==> src/rtl/ictr_pkg.sv <==
package ictr_pkg;

    typedef enum logic [2:0] {
        M_INT_TC    = 3'd0,
        M_ONESHOT   = 3'd1,
        M_RATE      = 3'd2,
        M_SQUARE    = 3'd3,
        M_SW_STROBE = 3'd4,
        M_HW_STROBE = 3'd5
    } mode_e;

    typedef enum logic {
        ST_ARMED    = 1'b0,
        ST_COUNTING = 1'b1
    } phase_e;

    // codes 6 and 7 fold onto the periodic modes
    function automatic mode_e decode_mode(input logic [2:0] code);
        mode_e m;
        unique case (code)
            3'd6:    m = M_RATE;
            3'd7:    m = M_SQUARE;
            default: m = mode_e'(code);
        endcase
        return m;
    endfunction

    function automatic logic gate_restarts(input mode_e m);
        return (m == M_ONESHOT) || (m == M_RATE) || (m == M_SQUARE) || (m == M_HW_STROBE);
    endfunction

    function automatic logic gate_enables(input mode_e m);
        return (m == M_INT_TC) || (m == M_SW_STROBE);
    endfunction

    function automatic logic load_level(input mode_e m);
        return !((m == M_INT_TC) || (m == M_ONESHOT));
    endfunction

endpackage

==> src/rtl/ictr_gate_sampler.sv <==
module ictr_gate_sampler (
    input  logic clk,
    input  logic rst_n,
    input  logic gate_in,
    output logic gate_lvl,
    output logic gate_rise
);
    logic now_q;
    logic prev_q;

    always_ff @(posedge clk or negedge rst_n) begin
        if (!rst_n) begin
            now_q  <= 1'b0;
            prev_q <= 1'b0;
        end else begin
            now_q  <= gate_in;
            prev_q <= now_q;
        end
    end

    assign gate_lvl  = now_q;
    assign gate_rise = now_q & ~prev_q;

    AST_RISE_SINGLE: assert property (@(posedge clk) disable iff (!rst_n)
        gate_rise |=> !gate_rise);

endmodule

==> src/rtl/ictr_count_stepper.sv <==
module ictr_count_stepper
    import ictr_pkg::*;
#(
    parameter int CW = 16
) (
    input  mode_e         mode,
    input  logic [CW:0]   cnt,
    input  logic [CW:0]   init,
    input  logic          out_cur,
    output logic [CW:0]   cnt_nxt,
    output logic          out_nxt
);
    localparam int IW = CW + 1;

    logic [IW-1:0] wrapped;
    logic          terminal;
    logic          sq_expire;

    assign wrapped   = {1'b0, cnt[CW-1:0] - 1'b1};
    assign terminal  = (cnt == IW'(1));
    assign sq_expire = (cnt <= IW'(2));

    always_comb begin
        cnt_nxt = cnt;
        out_nxt = out_cur;
        unique case (mode)
            M_INT_TC, M_ONESHOT: begin
                cnt_nxt = wrapped;
                out_nxt = out_cur | terminal;
            end
            M_SW_STROBE, M_HW_STROBE: begin
                cnt_nxt = wrapped;
                out_nxt = !terminal;
            end
            M_RATE: begin
                cnt_nxt = terminal ? init : (cnt - IW'(1));
                out_nxt = (cnt_nxt[CW-1:0] != CW'(1));
            end
            M_SQUARE: begin
                cnt_nxt = sq_expire ? init : (cnt - IW'(2));
                out_nxt = sq_expire ? !out_cur : out_cur;
            end
            default: begin
                cnt_nxt = cnt;
                out_nxt = out_cur;
            end
        endcase
    end

endmodule

==> src/rtl/interval_counter_chan.sv <==
module interval_counter_chan
    import ictr_pkg::*;
#(
    parameter int CW = 16
) (
    input  logic          clk,
    input  logic          rst_n,
    input  logic          tick_en,
    input  logic          gate,
    input  logic          mode_wr,
    input  logic [2:0]    mode_code,
    input  logic          load_wr,
    input  logic [CW-1:0] load_val,
    output logic [CW-1:0] count_out,
    output logic          out_level
);
    localparam int            IW        = CW + 1;
    localparam logic [IW-1:0] FULL_SPAN = IW'(1) << CW;

    phase_e        phase_q, phase_d;
    mode_e         mode_q;
    mode_e         new_mode;
    logic [IW-1:0] cnt_q, init_q, cnt_nxt, load_span;
    logic          out_q, out_nxt;
    logic          gate_lvl, gate_rise;
    logic          running, retrig, advance;

    ictr_gate_sampler i_gate (
        .clk       (clk),
        .rst_n     (rst_n),
        .gate_in   (gate),
        .gate_lvl  (gate_lvl),
        .gate_rise (gate_rise)
    );

    ictr_count_stepper #(.CW(CW)) i_step (
        .mode    (mode_q),
        .cnt     (cnt_q),
        .init    (init_q),
        .out_cur (out_q),
        .cnt_nxt (cnt_nxt),
        .out_nxt (out_nxt)
    );

    assign new_mode  = decode_mode(mode_code);
    assign load_span = (load_val == '0) ? FULL_SPAN : {1'b0, load_val};
    assign running   = (phase_q == ST_COUNTING);
    assign retrig    = running & gate_rise & gate_restarts(mode_q);
    assign advance   = running & tick_en & (gate_lvl | ~gate_enables(mode_q));

    // next state: ARM_TO_COUNT, COUNT_TO_ARM, otherwise STAY
    always_comb begin
        phase_d = phase_q;
        unique case (phase_q)
            ST_ARMED:    if (load_wr) phase_d = ST_COUNTING;
            ST_COUNTING: if (mode_wr && !load_wr) phase_d = ST_ARMED;
            default:     phase_d = ST_ARMED;
        endcase
    end

    always_ff @(posedge clk or negedge rst_n) begin
        if (!rst_n) phase_q <= ST_ARMED;
        else        phase_q <= phase_d;
    end

    // mode, span and live count
    always_ff @(posedge clk or negedge rst_n) begin
        if (!rst_n) begin
            mode_q <= M_INT_TC;
            init_q <= FULL_SPAN;
            cnt_q  <= '0;
        end else begin
            if (mode_wr) mode_q <= new_mode;
            if (load_wr) begin
                init_q <= load_span;
                cnt_q  <= load_span;
            end else if (!mode_wr) begin
                if (retrig)       cnt_q <= init_q;
                else if (advance) cnt_q <= cnt_nxt;
            end
        end
    end

    // output level
    always_ff @(posedge clk or negedge rst_n) begin
        if (!rst_n) begin
            out_q <= 1'b0;
        end else if (mode_wr) begin
            out_q <= load_level(new_mode);
        end else if (load_wr || retrig) begin
            out_q <= load_level(mode_q);
        end else if (advance) begin
            out_q <= out_nxt;
        end
    end

    assign count_out = cnt_q[CW-1:0];
    assign out_level = out_q;

    AST_ZERO_SPAN: assert property (@(posedge clk) disable iff (!rst_n)
        load_wr && (load_val == '0) |=> init_q == FULL_SPAN);
    AST_LOAD_RESTART: assert property (@(posedge clk) disable iff (!rst_n)
        load_wr |=> (count_out == $past(load_val)) && (phase_q == ST_COUNTING));
    AST_WRAP_NO_RELOAD: assert property (@(posedge clk) disable iff (!rst_n)
        advance && !retrig && !load_wr && !mode_wr && (cnt_q == '0) &&
        (mode_q inside {M_INT_TC, M_ONESHOT, M_SW_STROBE, M_HW_STROBE})
        |=> count_out == '1);
    AST_SQUARE_STEP: assert property (@(posedge clk) disable iff (!rst_n)
        advance && !retrig && !load_wr && !mode_wr && (mode_q == M_SQUARE) && (cnt_q > IW'(2))
        |=> cnt_q == $past(cnt_q) - IW'(2));
    AST_RATE_RELOAD: assert property (@(posedge clk) disable iff (!rst_n)
        advance && !retrig && !load_wr && !mode_wr && (mode_q == M_RATE) && (cnt_q == IW'(1))
        |=> cnt_q == init_q);
    AST_RETRIGGER: assert property (@(posedge clk) disable iff (!rst_n)
        retrig && !load_wr && !mode_wr |=> (cnt_q == init_q) && (out_q == load_level(mode_q)));
    AST_LEVEL_HOLD: assert property (@(posedge clk) disable iff (!rst_n)
        running && gate_enables(mode_q) && !gate_lvl && !load_wr && !mode_wr |=> $stable(cnt_q));
    AST_ALIAS_SIX: assert property (@(posedge clk) disable iff (!rst_n)
        mode_wr && (mode_code == 3'd6) |=> mode_q == M_RATE);
    AST_TC_RISE: assert property (@(posedge clk) disable iff (!rst_n)
        advance && !retrig && !load_wr && !mode_wr && (cnt_q == IW'(1)) &&
        (mode_q inside {M_INT_TC, M_ONESHOT}) |=> out_q);
    AST_STROBE_AT_ZERO: assert property (@(posedge clk) disable iff (!rst_n)
        running && !out_q && (mode_q inside {M_SW_STROBE, M_HW_STROBE}) |-> count_out == '0);
    AST_ARMED_FROZEN: assert property (@(posedge clk) disable iff (!rst_n)
        (phase_q == ST_ARMED) && !load_wr |=> $stable(cnt_q));

endmodule

==> config.mk <==
export PLATFORM = sky130hd
export DESIGN_NAME = interval_counter_chan
export DESIGN_NICKNAME = d
export VERILOG_FILES = /design/src/rtl/ictr_pkg.sv /design/src/rtl/ictr_gate_sampler.sv /design/src/rtl/ictr_count_stepper.sv /design/src/rtl/interval_counter_chan.sv
export SDC_FILE = /design/constraint.sdc
export NUM_CORES = 1
export LEC_CHECK = 0
export BUFFER_PORTS_ARGS = -buffer_cell sky130_fd_sc_hd__buf_4
export CAP_MARGIN = 20
export CORE_MARGIN = 5
export CORE_UTILIZATION = 35
export CTS_BUF_LIST = sky130_fd_sc_hd__clkbuf_4
export DETAILED_ROUTE_END_ITERATION = 16
export GPL_ROUTABILITY_DRIVEN = 1
export GPL_TIMING_DRIVEN = 0
export SYNTH_ARGS = -nofsm -noshare
export SYNTH_HDL_FRONTEND = slang
export SYNTH_SLANG_ARGS = --single-unit
==> constraint.sdc <==
create_clock -name clk -period 2.2 [get_ports clk]
set_clock_uncertainty 0.05 [all_clocks]
set_input_delay 0.22 -clock clk [delete_from_list [all_inputs] [get_ports clk]]
set_output_delay 0.22 -clock clk [all_outputs]
set_load 0.02 [all_outputs]
==> metrics <==
status complete, but fails checks; failing checks setup timing; initial antenna violation count 0; drt first pass iters 5; Placed Cells incl. Taps 609; crit path launch type flop; delay-heaviest family, CP simple AND/OR/NAND/NOR gates; Post-synth EDFFs 0; Final Non-Filler Cells 643; Mapped Cells 437; R2R depth 9; Highest Clock Rate 385 MHz; Slowest-stage cell, CP or4_4; Hold WC Path Type in -> reg; fin. max-slew vios 0; Bufs and invs on worst path 2; share of the synthesized area in the top cell type 0.280; syn avg cell area 8.17 um2; Synth Register Bits 41; Synth area leader dfrtp_1; Post-Route WL 13.0 mm; Post-Syn Nets 470; total grt overflow 0; Cell Pwr Density 643 nW/um2; reg2reg setup slack -400 ps; crit path capture cnt_q[16]; Die ar. 12300 um2; # rows 36; CP cell instances buf_6 > or4_4 > buf_4 > nor3_4 > nand4_1 > xnor2_2 > a211oi_2 > o211ai_1 > o311ai_1; Root Driver clkbuf_4; Core Region 9860 um2; register area 1030 um2; Crit Reg-Reg Endpoint cnt_q[16]; critical path peak fanout 5; first-pass GRT wire length 20.1 mm; IO Port Bufs 39; vias in the first global route 3618; clk slew on worst S/H paths 160 ps; Critical Path End Type flop; Tot GR Track Use 0.202; clock period minus worst slack 2600 ps; Synth area leaders dfrtp_1, nand2_1, buf_4; Post-Place Setup Slack -670 ps; Die Y 111 um; DRC viols 0; I/O Pins 42; Stages on worst setup path 9; Worst Path Class, Setup reg -> reg; Die Width 111 um; worst slew pin tran 738 ps; filler cell count 985; CP Launch Point cnt_q[9]; clock latency on the worst-skew pair 380 ps; Net count, final 542; Final HPWL DP 9.38 mm; Final WS setup -399 ps; Pleak 1.84 nW; Synth Cell Area 3570 um2; RSZ-0062 raised after global routing yes; Vias per Instance 5.84; synth warn 0; Hold Violations, Final 0; Max IR drop VDD 0.298 mV; post-route ant nets 0; CP arrival 2800 ps; Power, Total 2.99 mW; combined area of the multi-input logic cells 2430 um2; maximum clock path buffer count 2; relative slew slack 0.506; critical path required time 2400 ps; WL/cell 20.1 um; CP peak stage delay 520 ps; Antenna Diode Count 0; H-tree depth 2; initial core utilization 0.362; Most used DFF post-synth dfrtp_1; Tcrit/Tclk final 1.18; initial DRC count 426; top cells by count, synth dfrtp_1, nand2_1, nor2_1, a21oi_1, o21ai_0; CTS sink cnt 41; endpoints failing setup 18; Via Count 3757; Netlist cell types 72; Area Growth Syn to Fin 30.0%; sequential area share after synthesis 0.288; CTS tree done; Final Wtd Congestion 0.974; Max-cap violations 0; count leader, synth dfrtp_1; pin count of the biggest net entering global routing 42; worst r2r src cnt_q[9]; Synth async-reset ratio 1.00; TritonCTS buffer count 5; layout cells sized above 1 0.361
==> worst min path at each step <==
stage                 startpoint         endpoint  cells past startpoint
floorplan                  rst_n         cnt_q[0]                      0
global placement           rst_n  i_gate.gate_lvl                      1
detailed placement         rst_n    i_gate.prev_q                      1
CTS                 mode_code[1]        mode_q[1]                      3
global route        mode_code[0]        mode_q[0]                      2
finish              mode_code[1]        mode_q[1]                      3
==> area by class of cell <==
class	count	share of cell area
plain buffers	43	0.0634
clock buffers	5	0.00809
well taps	133	0.0359
flip-flops and latches	41	0.222
multi-input cells	327	0.524
clock inverters	3	0.00890
repair buffers	71	0.121
inverters	20	0.0167
==> state kept, by name, indices dropped and copies added, names as in the netlist <==
register / cells
cnt_q: 17
i_gate.prev_q: 1
phase_q: 1
mode_q: 3
i_gate.gate_lvl: 1
out_level: 1
init_q: 17
==> stage by stage <==
| step | hold WS [ps] | area, um2 | TNS (ps) | utilization |
|---|---|---|---|---|
| floorplan | -126 | 3590 | -1200 | - |
| global placement | 193 | 4050 | -9350 | 0.411 |
| detailed placement | 198 | 4050 | -9640 | 0.411 |
| CTS | 13.0 | 4460 | -5040 | 0.452 |
| global route | 9.78 | 4640 | -7740 | 0.470 |
| finish | 14.7 | 4640 | -5860 | 0.470 |
==> cells by family (layout without fill, tap and decap cells) <==
group	Yosys count	after routing	synth area share
AO/OA/AOI/OAI	120	120	0.235
XOR/XNOR	26	26	0.0638
adder cells (fa/ha/maj)	8	8	0.0280
buffers and inverters	69	142	0.102
flip-flops	41	41	0.288
multiplexers	11	11	0.0340
AND/OR/NAND/NOR	162	162	0.249
==> tightest hold or removal path: cells and delay by family <==
kind	cells	cell delay, ps
buffers and inverters	1	90
AOI/OAI and AO/OA	1	60
and+or+nand+nor	1	40
==> power breakdown <==
group,internal (mW),switching (mW),leakage (nW)
clock,0.235,0.301,0.0389
sequential,0.854,0.158,0.479
combinational,0.626,0.810,1.32
total,1.72,1.27,1.84
==> cell usage in the layout, fill, tap and decap left out, types with 4 or more instances in the layout <==
master	count
a211oi_2	4
a21oi_1	18
a21oi_2	5
a221oi_1	8
a31oi_1	5
buf_2	4
buf_4	79
buf_6	13
clkbuf_1	10
clkbuf_4	8
dfrtp_1	36
dfrtp_2	4
ha_1	6
inv_1	17
mux2_2	8
nand2_1	38
nand2b_1	6
nand3_1	17
nand4_1	5
nor2_1	29
nor3_1	7
nor3_2	4
nor3b_1	4
nor4_1	11
nor4_4	4
o211ai_1	9
o21ai_0	18
o21ai_1	6
o21ai_2	4
o22ai_1	6
o2bb2ai_1	4
xnor2_1	11
xor2_1	13
==> what timing repair did <==
action                     in CTS  in global routing
gates cloned                    1                  0
hold endpoints to repair       41                  0
hold buffers                    2                  0
pin swaps                      24                 26
setup buffers                  18                 11
setup endpoints to repair      18                 18
resized for setup              43                 35
==> routing by layer <==
metal,share of wire,wire length [um],vias to the layer above,global-route usage
met5,0,0,-,0
met4,0.031,408,0,0.0755
li1,-,-,1726,-
met3,0.075,966,37,0.0344
met1,0.45,5780,1783,0.285
met2,0.45,5800,211,0.310
Note: power is estimated with default switching activity, not from simulation.
